### src/rtl/alu5_hold.sv
module alu5_hold #(
  parameter int W  = 5,
  parameter int OW = 3
) (
  input  logic          clk,
  input  logic          rst,
  input  logic [W-1:0]  a,
  input  logic [W-1:0]  b,
  input  logic [OW-1:0] op,
  output logic [W-1:0]  res,
  output logic          cout,
  output logic          zero
);

  localparam logic [OW-1:0] OP_AND = 3'b000;
  localparam logic [OW-1:0] OP_SEQ = 3'b011;
  localparam logic [OW-1:0] OP_SUB = 3'b110;
  localparam logic [OW-1:0] OP_SCO = 3'b111;
  localparam logic [W-1:0]  ZERO_W = '0;

  logic [W-1:0] nb, diff, res_d;
  logic [W:0]   cy;
  logic         cout_d;

  assign nb    = ~b;
  assign cy[0] = 1'b1;

  for (genvar i = 0; i < W; i++) begin : g_ripple
    assign diff[i]  = a[i] ^ nb[i] ^ cy[i];
    assign cy[i+1]  = (a[i] & nb[i]) | (nb[i] & cy[i]) | (cy[i] & a[i]);
  end

  always_comb begin
    res_d  = res;
    cout_d = cout;
    case (op)
      OP_AND: res_d = a & b;
      OP_SUB: begin
        res_d  = diff;
        cout_d = cy[W];
      end
      OP_SEQ: if (a == b) res_d = ZERO_W;
      OP_SCO: cout_d = 1'b1;
      default: begin
        res_d  = ZERO_W;
        cout_d = 1'b0;
      end
    endcase
  end

  always_ff @(posedge clk) begin
    if (rst) begin
      res  <= ZERO_W;
      cout <= 1'b0;
      zero <= 1'b0;
    end else begin
      res  <= res_d;
      cout <= cout_d;
      zero <= (res_d == ZERO_W);
    end
  end

  AST_RESET_CLEARS: assert property (@(posedge clk) rst |=> (res == ZERO_W && !cout && !zero));
  AST_AND_RESULT: assert property (@(posedge clk) disable iff (rst)
    (op == OP_AND) |=> (res == ($past(a) & $past(b)) && cout == $past(cout)));
  AST_SUB_RESULT: assert property (@(posedge clk) disable iff (rst)
    (op == OP_SUB) |=> ({cout, res} == ({1'b0, $past(a)} + {1'b0, ~$past(b)} + 6'd1)));
  AST_SEQ_HOLD: assert property (@(posedge clk) disable iff (rst)
    (op == OP_SEQ && a != b) |=> ($stable(res) && $stable(cout)));
  AST_SEQ_CLEAR: assert property (@(posedge clk) disable iff (rst)
    (op == OP_SEQ && a == b) |=> (res == ZERO_W && $stable(cout)));
  AST_SCO_SET: assert property (@(posedge clk) disable iff (rst)
    (op == OP_SCO) |=> (cout && $stable(res)));
  AST_UNDEF_CLEAR: assert property (@(posedge clk) disable iff (rst)
    (op == 3'b001 || op == 3'b010 || op == 3'b100 || op == 3'b101) |=> (res == ZERO_W && !cout));
  AST_ZERO_TRACKS: assert property (@(posedge clk) disable iff (rst)
    1'b1 |=> (zero == (res == ZERO_W)));

endmodule

### config.mk
export PLATFORM = sky130hd
export DESIGN_NAME = alu5_hold
export DESIGN_NICKNAME = d
export VERILOG_FILES = /design/src/rtl/alu5_hold.sv
export SDC_FILE = /design/constraint.sdc
export NUM_CORES = 1
export LEC_CHECK = 0
export BUFFER_PORTS_ARGS = -buffer_cell sky130_fd_sc_hd__clkbuf_2
export CAP_MARGIN = 25
export CORE_MARGIN = 5
export CORE_UTILIZATION = 45
export CTS_BUF_LIST = sky130_fd_sc_hd__clkbuf_16
export DETAILED_ROUTE_END_ITERATION = 12
export PLACE_DENSITY_LB_ADDON = 0.08
export RECOVER_POWER = 50
export SLEW_MARGIN = 0
export SYNTH_ARGS = -nofsm -noshare
export SYNTH_HDL_FRONTEND = slang
export SYNTH_SLANG_ARGS = --single-unit
### constraint.sdc
create_clock -name clk -period 3.5 [get_ports clk]
set_input_delay 0.7 -clock clk [delete_from_list [all_inputs] [get_ports clk]]
set_output_delay 0.7 -clock clk [all_outputs]
set_load 0.02 [all_outputs]
**After elaboration in Yosys (flattened, before gate mapping)**

Index checks and enable logic that the tools add are counted.

- Equality and inequality tests: 4
- Multiplexer cells: 3
- Bitwise logic cells: 35
- Reduce and logical (&&, ||, !) cells: 3

Operators with widths:

| cell | number |
|---|---|
| one-hot mux 5 bit (4 select lines) | 1 |
| AND 1 bit | 13 |
| OR 1 bit | 10 |
| XOR 1 bit | 9 |
| == test 3 bit (second input constant) | 2 |
| AND 5 bit | 1 |
| == test 5 bit | 1 |
| zero test 5 bit | 1 |
| 2-to-1 mux 5 bit | 1 |
| inverter 5 bit | 1 |
| == test 3 x 2 -> 1 bit (second input constant) | 1 |
| zero test 3 bit | 1 |
| one-hot mux 1 bit (3 select lines) | 1 |
| OR reduction 2 bit | 1 |
| inverter 1 bit | 1 |

- Bits in registers: 7
- Input bits: 15
- Output and inout port bits: 7
- Logic and storage cells: 48

**Logic depth before layout (Yosys ltp)**

- Word-level depth: 17
- Depth in mapped cells: 11
- Depth with buffers taken out: 11

**Worst setup path before layout**

OpenSTA, ideal clock, no wires.

- Path type: input to register
- Start point: input port a[0]
- End point: register zero
- Setup time: 0.088 ns
- Arrival time: 2.911 ns
- Data required time: 3.412 ns
- Slack: 0.501 ns
- Cell stages on the path: 11
- Path buffers: 0
- Path through: inv_1 -> ha_1 -> fa_1 -> inv_1 -> fa_1 -> inv_1 -> fa_1 -> fa_1 -> a2bb2oi_2 -> a31oi_1 -> nor4bb_4

- Cells in the longest elaborated chain, start to end: 15
- Elaborated cells on any way between the ends: 26
- Classes of those cells: eq/ne: 1; mux: 2; bitwise: 22; reduce/logical: 1

Ends and longest elaborated chain:

| what | line | source |
|---|---|---|
| start, declared | 7 | `input logic [W-1:0] a,` |
| AND 1 bit | 30 | `assign cy[i+1] = (a[i] & nb[i]) \| (nb[i] & cy[i]) \| (cy[i] & a[i]);` |
| OR 1 bit (2 in series) | 30 |  |
| AND 1 bit | 30 |  |
| OR 1 bit (2 in series) | 30 |  |
| AND 1 bit | 30 |  |
| OR 1 bit (2 in series) | 30 |  |
| AND 1 bit | 30 |  |
| OR 1 bit (2 in series) | 30 |  |
| XOR 1 bit | 29 | `assign diff[i] = a[i] ^ nb[i] ^ cy[i];` |
| one-hot mux 5 bit (4 select lines) (*) | 36 | `case (op)` |
| zero test 5 bit (*) | 59 | `zero <= (res_d == ZERO_W);` |
| end signal, assigned | 59 |  |
| end, declared | 12 | `output logic zero` |

Mark *: on every way between the ends. The rest lies on a longest branch, timed or not.
A chain may end at the register's enable or synchronous reset.

**Final worst setup path**

Ends and elaborated chain as after synthesis.

==> flow_summary.yaml <==
outcome:
  status: "finished, final reports clean"
cts:
  cts.clk_slew.worst_paths_ns: 0.04
  ctsLongestPathBuffers: 2
  cts_tree: "done"
  ctsHoldBuffers: 0
  cts.sinks: 7
  cts_buffers: 3
  post_cts_buffers: 0
  post_cts_resized: 0
  insertion_delay_ns: 0.23
  h-tree-depth: 1
  root_buffer: "clkbuf_16"
hold_path:
  min_path_type: "flip-flop to flip-flop"
sta:
  post-route-period-util_pct: 84.9
  hold_ws_ns: 0.470
  fmax_mhz: 337
  slew_viol_final: 0
  setup_ws_ns: 0.529
  fin_tns_setup_ns: 0
  skew_ns: 0.00152
  slew-limit-headroom_pct: 82.0
  setup_viol: 0
  hold_viol: 0
  min_period_ns: 2.97
  rsz0062_at_grt: "false"
  worst_pin_slew_ns: 0.269
logic_synthesis:
  synth_area_um2: 642
  synthCells: 68
  async_flop_share_pct: 0
  synth_flop_cell: "dfxtp_1"
  post-synth-top-count-cell: "inv_1"
  yosysTopAreaCell: "dfxtp_1"
  yosysUniqueCellTypes: 22
  yosysWarnings: 0
  synthTopCellsByArea: "dfxtp_1 22%, ha_1 19%, fa_1 12%, a2bb2oi_1 6.8%, inv_1 6.4%"
  ys_seq_area_share_pct: 21.8
  syn_nets: 97
  synthTopCellsByCount: "11 x inv_1, 10 x ha_1, 7 x dfxtp_1, 6 x a21oi_1, 6 x nor2_1"
  yosysTopAreaCellShare_pct: 21.8
  ys_ff_latch: 7
  syn_area_per_cell_um2: 9.44
  synth-edff-count: 0
finish:
  diodes: 0
  area_growth_pct: 29.4
  nNetsFinal: 122
  layout-drive-gt1-share_pct: 23.9
  fillers: 119
  stdcell_count: 107
route:
  drc: 0
  ant_nets: 0
  wire_per_inst_um: 12.6
  via_per_inst: 5.06
  vias: 541
  first_iter_violations: 4
  routed_wl_mm: 1.35
  drt_pass1_iterations: 4
worst_setup_path:
  crit_chain: "clkbuf_2 > inv_1 > ha_1 > fa_1 > inv_1 > fa_1 > inv_1 > fa_1 > fa_1 > a2bb2oi_2 > a31oi_1 > nor4bb_4"
  startpoint_type: "input pin"
  path_buf_inv: 4
  worstPathArrival_ns: 3.11
  max_stage_delay_ns: 0.52
  crit_type: "input pin to flip-flop"
  critPathRequiredTime_ns: 3.64
  path_delay_family: "adder cells"
  critPathCaptureType: "flip-flop"
  crit_slowest_cell: "fa_1"
  cp_max_fo: 2
  crit_path_frequent_cell: "fa_1"
pwr:
  ir_drop_v: 0.000380
  p_leak_uw: 0.000417
  powerDensity_nw_per_um2: 421
  fin_total_pwr_uw: 350
grt:
  grt_pass1_wl_mm: 2.26
  grt_max_degree: 11
  antenna_found_initial: 0
  grt_usage_pct: 14.6
  grt_overflow_total: 0
  first_global_vias: 524
floorplan:
  ios: 22
  die_area_um2: 2280
  core_area_um2: 1320
  die_w_um: 47.8
  start_util_pct: 48.7
  row_count: 13
  die_height_um: 47.8
place:
  place.gp.congestion: 0.741
  dp.final_hpwl_mm: 1.14
  io_buffer_count: 21
  place_inst: 103
  dpl_worst_slack_ns: 0.266
run:
  cap_violations: 0
-- layer usage --
metal	up-vias	track usage (%)	share of wire (%)
met1	245	18.6	45
met4	0	1.61	0
li1	282	-	-
met3	0	7.14	7.6
met5	-	0	0
met2	14	23.0	47
-- worst paths after layout --
check	startpoint	endpoint	slack, ns	cells past startpoint
worst max-delay path	a[0]	zero	0.53	12
worst min-delay path	res[2]	res[2]	0.47	2
worst max register to register	res[2]	zero	2.27	3
worst min register to register	res[2]	res[2]	0.47	2
-- final cells by class --
cell class                      count  area, um^2  area share, %
Clock buffer                        3        75.1           9.04
Multi-Input combinational cell     49         455           54.8
Clock inverter                      1        3.75          0.452
Timing Repair Buffer               21        96.3           11.6
Tap cell                           15        18.8           2.26
Inverter                           11        41.3           4.97
Sequential cell                     7         140           16.9
-- per-stage QoR --
stage | util, % | cell area (um^2)
final | 63.1 | 831
after global routing | 63.1 | 831
after CTS | 63.7 | 840
after detailed placement | 57.7 | 761
after global placement | 57.7 | 761
after floorplan | - | 642
-- power by group --
group / leakage, uW / switching [uW] / internal (uW)
registers: 0.0000572 / 2.09 / 84.6
clock network: 0.0000423 / 39.8 / 148
logic: 0.000318 / 40.3 / 35.1
total: 0.000417 / 82.2 / 268
-- worst register-to-register path, delay by kind of cell, from the launching register on --
family          cells  cell delay [ns]
compound gates      1             0.14
flops               1             0.31
simple gates        2             0.70
-- placed cells by master, fill, tap and decap left out, types with 3 or more instances in the layout --
cell / synthesis / routed
a2bb2oi_1: 5 / 5
ha_1: 10 / 10
dfxtp_1: 7 / 7
clkbuf_16: 0 / 3
nand2_1: 5 / 5
inv_1: 11 / 12
fa_1: 4 / 4
clkbuf_2: 0 / 14
clkbuf_1: 0 / 7
a21oi_1: 6 / 6
nor2_1: 6 / 6
-- logic make-up after synthesis --
logic type / Yosys count / share of synthesized area, %
and+or+nand+nor: 19 / 18.9
AOI/OAI and AO/OA: 16 / 20.1
adders and majority gates: 14 / 32.0
buffers and inverters: 12 / 7.21
DFF: 7 / 21.8
-- sequential cells by signal, indices dropped and copies added (netlist names) --
name and count:
res 5, cout 1, zero 1
Note: power is estimated with default switching activity, not from simulation.
